## config.mk

```make
export PLATFORM = sky130hd
export DESIGN_NAME = vec_chain_issue
export DESIGN_NICKNAME = d
export VERILOG_FILES = /design/src/rtl/vec_chain_issue.sv
export SDC_FILE = /design/constraint.sdc
export NUM_CORES = 1
export LEC_CHECK = 0
export BUFFER_PORTS_ARGS = -buffer_cell sky130_fd_sc_hd__buf_2
export CORE_MARGIN = 5
export CORE_UTILIZATION = 35
export DETAILED_ROUTE_END_ITERATION = 8
export GPL_ROUTABILITY_DRIVEN = 0
export PLACE_DENSITY = 0.52
export SYNTH_ARGS = -nofsm -noshare
export SYNTH_HDL_FRONTEND = slang
export SYNTH_SLANG_ARGS = --single-unit
```

## constraint.sdc

```tcl
create_clock -name clk -period 7.7 [get_ports clk]
set_input_delay 1.54 -clock clk [delete_from_list [all_inputs] [get_ports clk]]
set_output_delay 1.54 -clock clk [all_outputs]
set_load 0.02 [all_outputs]
```

## src/rtl/vec_chain_issue.sv

```systemverilog
module vec_chain_issue #(
  parameter int NREG  = 8,
  parameter int NFU   = 3,
  parameter int MAXVL = 64,
  localparam int RW   = $clog2(NREG),
  localparam int FUW  = (NFU > 1) ? $clog2(NFU) : 1,
  localparam int VLW  = $clog2(MAXVL + 1)
) (
  input  logic           clk,
  input  logic           rst_n,
  input  logic           in_valid,
  input  logic [FUW-1:0] in_unit,
  input  logic [RW-1:0]  in_dst,
  input  logic [RW-1:0]  in_src_a,
  input  logic [RW-1:0]  in_src_b,
  input  logic [VLW-1:0] in_len,
  input  logic [NFU-1:0] elem_wr,
  output logic           in_ready,
  output logic           chain_a,
  output logic           chain_b,
  output logic [FUW-1:0] chain_a_unit,
  output logic [FUW-1:0] chain_b_unit,
  output logic [NFU-1:0] unit_done,
  output logic [NFU-1:0] unit_busy
);

  logic [NFU-1:0] busy_q;
  logic [VLW-1:0] cnt_q [NFU];
  logic [VLW-1:0] len_q [NFU];
  logic [RW-1:0]  dst_q [NFU];
  logic [RW-1:0]  sa_q  [NFU];
  logic [RW-1:0]  sb_q  [NFU];

  logic hard, blk, ca, cb, unit_ok, len_ok;
  logic [FUW-1:0] cau, cbu;

  assign unit_busy = busy_q;
  assign len_ok    = (in_len != '0) && (int'(in_len) <= MAXVL);
  assign unit_ok   = (int'(in_unit) < NFU) && !busy_q[in_unit];

  always_comb begin
    hard = 1'b0;
    blk  = 1'b0;
    ca   = 1'b0;
    cb   = 1'b0;
    cau  = '0;
    cbu  = '0;
    for (int u = 0; u < NFU; u++) begin
      if (busy_q[u]) begin
        if (dst_q[u] == in_dst || sa_q[u] == in_dst || sb_q[u] == in_dst)
          hard = 1'b1;
        if (sa_q[u] == in_src_a || sb_q[u] == in_src_a ||
            sa_q[u] == in_src_b || sb_q[u] == in_src_b)
          hard = 1'b1;
        if (dst_q[u] == in_src_a) begin
          if (elem_wr[u] && cnt_q[u] == len_q[u] && len_q[u] == in_len) begin
            ca  = 1'b1;
            cau = FUW'(u);
          end else blk = 1'b1;
        end
        if (dst_q[u] == in_src_b) begin
          if (elem_wr[u] && cnt_q[u] == len_q[u] && len_q[u] == in_len) begin
            cb  = 1'b1;
            cbu = FUW'(u);
          end else blk = 1'b1;
        end
      end
    end
  end

  assign in_ready     = rst_n && in_valid && unit_ok && len_ok && !hard && !blk;
  assign chain_a      = in_ready && ca;
  assign chain_b      = in_ready && cb;
  assign chain_a_unit = cau;
  assign chain_b_unit = cbu;

  always_comb
    for (int u = 0; u < NFU; u++)
      unit_done[u] = busy_q[u] && elem_wr[u] && cnt_q[u] == VLW'(1);

  always_ff @(posedge clk) begin
    if (!rst_n) begin
      busy_q <= '0;
      for (int u = 0; u < NFU; u++) begin
        cnt_q[u] <= '0;
        len_q[u] <= '0;
        dst_q[u] <= '0;
        sa_q[u]  <= '0;
        sb_q[u]  <= '0;
      end
    end else begin
      for (int u = 0; u < NFU; u++) begin
        if (busy_q[u] && elem_wr[u]) begin
          cnt_q[u] <= cnt_q[u] - VLW'(1);
          if (cnt_q[u] == VLW'(1)) busy_q[u] <= 1'b0;
        end
        if (in_ready && int'(in_unit) == u) begin
          busy_q[u] <= 1'b1;
          cnt_q[u]  <= in_len;
          len_q[u]  <= in_len;
          dst_q[u]  <= in_dst;
          sa_q[u]   <= in_src_a;
          sb_q[u]   <= in_src_b;
        end
      end
    end
  end


  issue_busy_chk: assert property (@(posedge clk) disable iff (!rst_n)
    in_ready |=> unit_busy[$past(in_unit)]);


  free_unit_chk: assert property (@(posedge clk) disable iff (!rst_n)
    in_ready |-> !unit_busy[in_unit]);


  chain_a_wr_chk: assert property (@(posedge clk) disable iff (!rst_n)
    chain_a |-> (in_ready && elem_wr[chain_a_unit] && unit_busy[chain_a_unit]));


  chain_b_wr_chk: assert property (@(posedge clk) disable iff (!rst_n)
    chain_b |-> (in_ready && elem_wr[chain_b_unit] && unit_busy[chain_b_unit]));


  len_range_chk: assert property (@(posedge clk) disable iff (!rst_n)
    in_ready |-> (in_len != '0 && int'(in_len) <= MAXVL));

  generate
    for (genvar g = 0; g < NFU; g++) begin : g_unit_chk

      done_release_chk: assert property (@(posedge clk) disable iff (!rst_n)
        unit_done[g] |=> !unit_busy[g]);

      idle_done_chk: assert property (@(posedge clk) disable iff (!rst_n)
        !unit_busy[g] |-> !unit_done[g]);
    end
  endgenerate

endmodule

```

==> results of run 1 <==
-- kinds of logic (layout without fill, tap and decap cells) --
kind of cell	count (synthesis)	after routing	share of synthesized area
compound gates	90	90	0.1285
mux	2	2	0.004377
fa+ha+maj	6	6	0.01545
buf+inv	39	68	0.03450
flops	72	72	0.4387
simple gates	191	191	0.2073
xor+xnor	95	95	0.1712
-- registers in the layout, summed over array words and instances, names as in the netlist --
signal	count
len_q	21
dst_q	9
sa_q	9
cnt_q	21
unit_busy	3
sb_q	9
-- worst paths after layout --
kind	startpoint	to	slack [ps]	cells past startpoint
min reg2reg	unit_busy[1]	unit_busy[1]	610	2
max reg2reg	cnt_q[2][0]	cnt_q[2][0]	4130	7
max	in_len[4]	chain_a	1780	10
min	unit_busy[1]	unit_busy[1]	610	2
-- per-stage QoR --
step | util | area, µm² | hold WS (ps)
2_1_floorplan | - | 4860 | 586.4
3_3_place_gp | 0.3765 | 5185 | 591.5
3_5_place_dp | 0.3765 | 5185 | 589.5
4_1_cts | 0.4021 | 5538 | 600.9
5_1_grt | 0.4021 | 5538 | 639.2
6_report | 0.4021 | 5538 | 609.1
-- placed cells by master (no fill, tap or decap), drive strengths merged, types with 11 or more instances in the layout --
cell type / instances
o22ai: 11
xor2: 51
inv: 11
o21ai: 18
or3: 17
nor2: 27
edfxtp: 69
xnor2: 44
buf: 41
nand2: 30
nor3: 32
and3: 23
a22oi: 12
nand3: 29
a21oi: 12
-- synth_stat cells, types with 4 or more instances --
cell and count:
or3_1 17, inv_1 9, o211ai_1 9, a211oi_1 4
or4_1 5, o31a_1 4, o22ai_1 11, edfxtp_1 69
ha_1 6, buf_2 11, clkbuf_1 14, nor3_1 32
a21oi_1 12, nand4_1 4, nor2_1 27, nand3_1 29
o21ai_0 17, nor4_1 8, a22oi_1 12, nand2_1 30
xnor2_1 44, and2_1 6, xor2_1 51, and3_1 23
-- layer usage --
layer | GRT usage | vias to the layer above | wire length, µm
li1 | - | 1887 | -
met2 | 0.3016 | 158 | 7136
met3 | 0.03375 | 24 | 863
met1 | 0.2415 | 1991 | 6515
met5 | 0 | - | 0
met4 | 0.06929 | 0 | 311
-- worst reg2reg max path: cells and delay by family (launching register included) --
| kind | cells | cell delay [ps] |
|---|---|---|
| DFF | 1 | 520 |
| and+or+nand+nor | 4 | 1460 |
| AOI/OAI and AO/OA | 3 | 1220 |
-- power by group --
| part | switching [µW] | internal [µW] |
|---|---|---|
| registers | 25.7 | 452 |
| logic | 96.0 | 58.0 |
| clock network | 179 | 321 |
| total | 300 | 831 |
-- area by class of cell --
cell class	instances	area, µm²
fill	1357	8235
multi-input combinational	384	2569
sequential	72	2132
clock buffer	9	225.2
tap	180	225.2
timing repair buffer	41	217.7
clock inverter	7	127.6
inverter	11	41.29
==> flow_metrics.env, run 1 <==
export IMPL_crit_type="primary input to output pin"
export IMPL_drt_iter0_markers=423
export IMPL_die_h_um=127.8
export IMPL_drcViolationCount=0
export IMPL_grt_max_degree=26
export IMPL_nets=549
export IMPL_ys_flop_type="edfxtp_1"
export IMPL_detail_route_antenna_nets=0
export IMPL_synth_edf_count=69
export IMPL_ys_top_cells_by_area="edfxtp_1 43%, xor2_1 9.2%, xnor2_1 7.9%"
export IMPL_post_place_cells=688
export IMPL_cts_resized=0
export IMPL_cp_cell_sequence="buf_2 -> and3_1 -> o21ai_0 -> nor4_1 -> o2111ai_1 -> a21oi_1 -> nand2_1 -> clkinv_1 -> o31a_1 -> buf_2"
export IMPL_pre_cts_slack_ps=1795
export IMPL_pin_count=37
export IMPL_arrival_ps=4380
export IMPL_dr_pass1_iters=5
export IMPL_finalWorstSetupSlack_ps=1783
export IMPL_final_cells=704
export IMPL_hold_viol_final=0
export IMPL_postCtsHoldBufs=0
export IMPL_die_w_um=127.8
export IMPL_max_freq_ghz=0.1690
export IMPL_post_dp_hpwl_um=10580
export IMPL_path_buf_inv=3
export IMPL_power_total_uw=1131
export IMPL_leakage_uw=0.002076
export IMPL_htreeDepth=3
export IMPL_overflow=0
export IMPL_viasPerCell=5.767
export IMPL_synth_area_per_cell_um2=9.817
export IMPL_synth_nets=525
export IMPL_maxCapViolCount=0
export IMPL_clk_pin_slew_ps=60
export IMPL_netlist_cell_type_count=49
export IMPL_clock_sinks=72
export IMPL_yosysTopAreaCellShare=0.4264
export IMPL_num_vias=4060
export IMPL_syn_to_final_growth_pct=13.95
export IMPL_powerDensity_nw_per_um2=204.2
export IMPL_cp_common_cell="buf_2"
export IMPL_final_setup_tns_ps=0
export IMPL_synthArstFlopShare=0
export IMPL_fin_crit_sh=0.7685
export IMPL_min_path_type="register to register"
export IMPL_clkLatencyLatePin_ps=340
export IMPL_yosysTopAreaCell="edfxtp_1"
export IMPL_rows=43
export IMPL_seq_area_frac_synth=0.4387
export IMPL_cts_inserted_buffers=9
export IMPL_critical_path_required_ps=6160
export IMPL_drv_slew=0
export IMPL_synth_cells=495
export IMPL_layout_drive_gt1_share=0.1183
export IMPL_critPathTopFamily="simple AND/OR/NAND/NOR gates"
export IMPL_max_slew_margin_rel=0.4297
export IMPL_critPathSlowestCell="nor4_1"
export IMPL_yosysWarnings=0
export IMPL_crit_path_end_kind="output pin"
export IMPL_syn_area_um2=4860
export IMPL_numPortBuffers=36
export IMPL_fin_skew_ps=6.546
export IMPL_grt_setup_unrepaired="no"
export IMPL_worstSetupStartpointType="primary input"
export IMPL_cts_tree="done"
export IMPL_outcome="finished, final reports clean"
export IMPL_setup_viol=0
export IMPL_grtUsageTotal=0.1838
export IMPL_max_stage_delay_ps=660
export IMPL_worstPathMaxFanout=17
export IMPL_period_needed_ps=5917
export IMPL_ys_ff_latch=72
export IMPL_antenna_found_initial=0
export IMPL_wl_per_cell_um=21.06
export IMPL_die_area_um2=16340
export IMPL_core_um2=13770
export IMPL_cts_root_buf="clkbuf_16"
export IMPL_worstMarginPinSlew_ps=851.7
export IMPL_start_util=0.3528
export IMPL_cts_setup_buffers=0
export IMPL_clockBufferDepth=2
export IMPL_first_global_vias=4025
export IMPL_ir_drop_mv=0.1253
export IMPL_grt_pass1_wl_um=22960
export IMPL_wl_um=14830
export IMPL_insertedDiodeCount=0
(Power assumes the default switching activity.)
==> run 2, diff against run 1 <==
PLACE_DENSITY = 0.54   (was 0.52)
clock period = 5.09 ns   (was 7.7 ns; I/O delays follow)
==> run 2 against run 1 <==
Design area fell by 1.0%. Worst setup slack lost 940 ps. Clock power up 25%. Routed wire length decreased by 2.1%. Die area unchanged. Clock skew up 1.6 ps. Sequential power up 51%. Critical path depth is the same. First-iteration DRC count is 42% lower. Utilization decreased by 0.42 points. Worst hold slack better by 7.2 ps. Critical path type unchanged. Largest power group is now sequential cells.
==> flow_metrics.env, run 2 (synthesis gave the netlist of run 1 again) <==
export IMPL_outcome="finished, final reports clean"
export IMPL_critical_path_required_ps=4070
export IMPL_clkLatencyLatePin_ps=340
export IMPL_endpoint="chain_b"
export IMPL_grt_util_met1=0.2387
export IMPL_pre_cts_slack_ps=897.3
export IMPL_reg2regPathDepth=9
export IMPL_max_slew_margin_rel=0.5038
export IMPL_clock_sinks=72
export IMPL_detail_route_antenna_nets=0
export IMPL_die_w_um=127.8
export IMPL_nets=550
export IMPL_post_dp_hpwl_um=10460
export IMPL_grtUsageMet2=0.2850
export IMPL_num_vias=4044
export IMPL_postCtsHoldBufs=0
export IMPL_reg2reg_to="sb_q[0][2]"
export IMPL_fin_crit_sh=0.8342
export IMPL_dr_pass1_iters=5
export IMPL_drv_slew=0
export IMPL_rows=43
export IMPL_mostFrequentLayoutCells="69 x edfxtp_1, 51 x xor2_1, 44 x xnor2_1"
export IMPL_reg2reg_slack_ps=1750
export IMPL_ir_drop_mv=0.1126
export IMPL_clockBufferDepth=2
export IMPL_min_path_type="register to register"
export IMPL_fin_skew_ps=8.106
export IMPL_top_regs="cnt_q (21), len_q (21)"
export IMPL_grt_setup_unrepaired="no"
export IMPL_cts_inserted_buffers=9
export IMPL_cts_resized=0
export IMPL_antenna_found_initial=0
export IMPL_wl_per_cell_um=20.58
export IMPL_crit_path_end_kind="output pin"
export IMPL_clk_pin_slew_ps=60
export IMPL_syn_to_final_growth_pct=12.77
export IMPL_rr_startpoint="cnt_q[2][0]"
export IMPL_num_fill_cells=1363
export IMPL_cts_root_buf="clkbuf_16"
export IMPL_powerDensity_nw_per_um2=288.4
export IMPL_start_util=0.3528
export IMPL_final_common_cell="edfxtp_1"
export IMPL_cts_tree="done"
export IMPL_finalWorstSetupSlack_ps=843.8
export IMPL_final_setup_tns_ps=0
export IMPL_die_area_um2=16340
export IMPL_worstPathMaxFanout=11
export IMPL_period_needed_ps=4246
export IMPL_pin_count=37
export IMPL_worstMarginPinSlew_ps=741.1
export IMPL_cts_setup_buffers=0
export IMPL_maxCapViolCount=0
export IMPL_viasPerCell=5.736
export IMPL_max_freq_ghz=0.2355
export IMPL_grtUsageTotal=0.1810
export IMPL_leakage_uw=0.002045
export IMPL_layout_drive_gt1_share=0.1162
export IMPL_numPortBuffers=36
export IMPL_drt_iter0_markers=246
export IMPL_arrival_ps=3230
export IMPL_worstSetupStartpointType="primary input"
export IMPL_insertedDiodeCount=0
export IMPL_core_um2=13770
export IMPL_htreeDepth=3
export IMPL_setup_viol=0
export IMPL_grt_use_met3=0.02833
export IMPL_wl_um=14510
export IMPL_first_global_vias=3992
export IMPL_crit_start="in_len[5]"
export IMPL_overflow=0
export IMPL_grt_max_degree=26
export IMPL_crit_type="primary input to output pin"
export IMPL_busiest_layer="met2"
export IMPL_grt_pass1_wl_um=22650
export IMPL_drcViolationCount=0
export IMPL_die_h_um=127.8
export IMPL_hold_viol_final=0
## run 2: changes by cell type in the layout (fill, tap and decap cells not counted)
cell / change
inv_8: -1
clkinv_1: +2
clkinv_2: +2
clkinv_4: -2
buf_4: +1
inv_6: -1
clkinvlp_4: +2
bufinv_16: -2
## run 2: worst max-delay path, stage by stage
cell	delay, ps
buf_2	190
or3_1	420
a22oi_1	210
and4_1	230
o21ai_1	140
nor4_4	320
nand2_1	130
clkinv_1	230
o31a_1	190
buf_2	160
## run 2: power breakdown
group / switching, µW / internal (µW) / leakage [µW]
clock: 253 / 374 / 0.000136
combinational: 145 / 88.2 / 0.00117
sequential: 37.8 / 683 / 0.000743
total: 435 / 1150 / 0.00204
## run 2: per-stage QoR
stage,hold WS (ps),total power [µW],instances,cell area (µm²),utilization
after floorplan,586.4,890.7,495,4860,-
after global placement,593.9,959.0,689,5192,0.3770
after detailed placement,592.7,963.4,689,5192,0.3770
after CTS,602.4,1590,705,5480,0.3979
after global routing,655.1,1642,705,5480,0.3979
final,616.2,1581,705,5480,0.3979
## run 2: how the worst min path moves through the flow
stage          slack, ps  cells after the start           end    startpoint
4_1_cts              600                      2  unit_busy[1]  unit_busy[1]
3_5_place_dp         590                      2  unit_busy[1]  unit_busy[1]
3_3_place_gp         590                      2  unit_busy[1]  unit_busy[1]
2_1_floorplan        590                      2  unit_busy[1]  unit_busy[1]
6_report             620                      2  unit_busy[1]  unit_busy[1]
5_1_grt              660                      2  unit_busy[1]  unit_busy[1]
## run 2: layer usage
layer / up-vias / wire length, µm
met5: - / 0
met4: 0 / 481
met3: 35 / 752
met2: 134 / 6793
met1: 1989 / 6485
li1: 1886 / -
## run 2: final cells by class
class	count	area, µm²	area share
well taps	180	225.2	0.04110
clock buffers	9	225.2	0.04110
clock inverters	7	62.56	0.01142
inverters	11	41.29	0.007534
repair buffers	42	225.2	0.04110
flip-flops and latches	72	2132	0.3890
multi-input cells	384	2569	0.4687
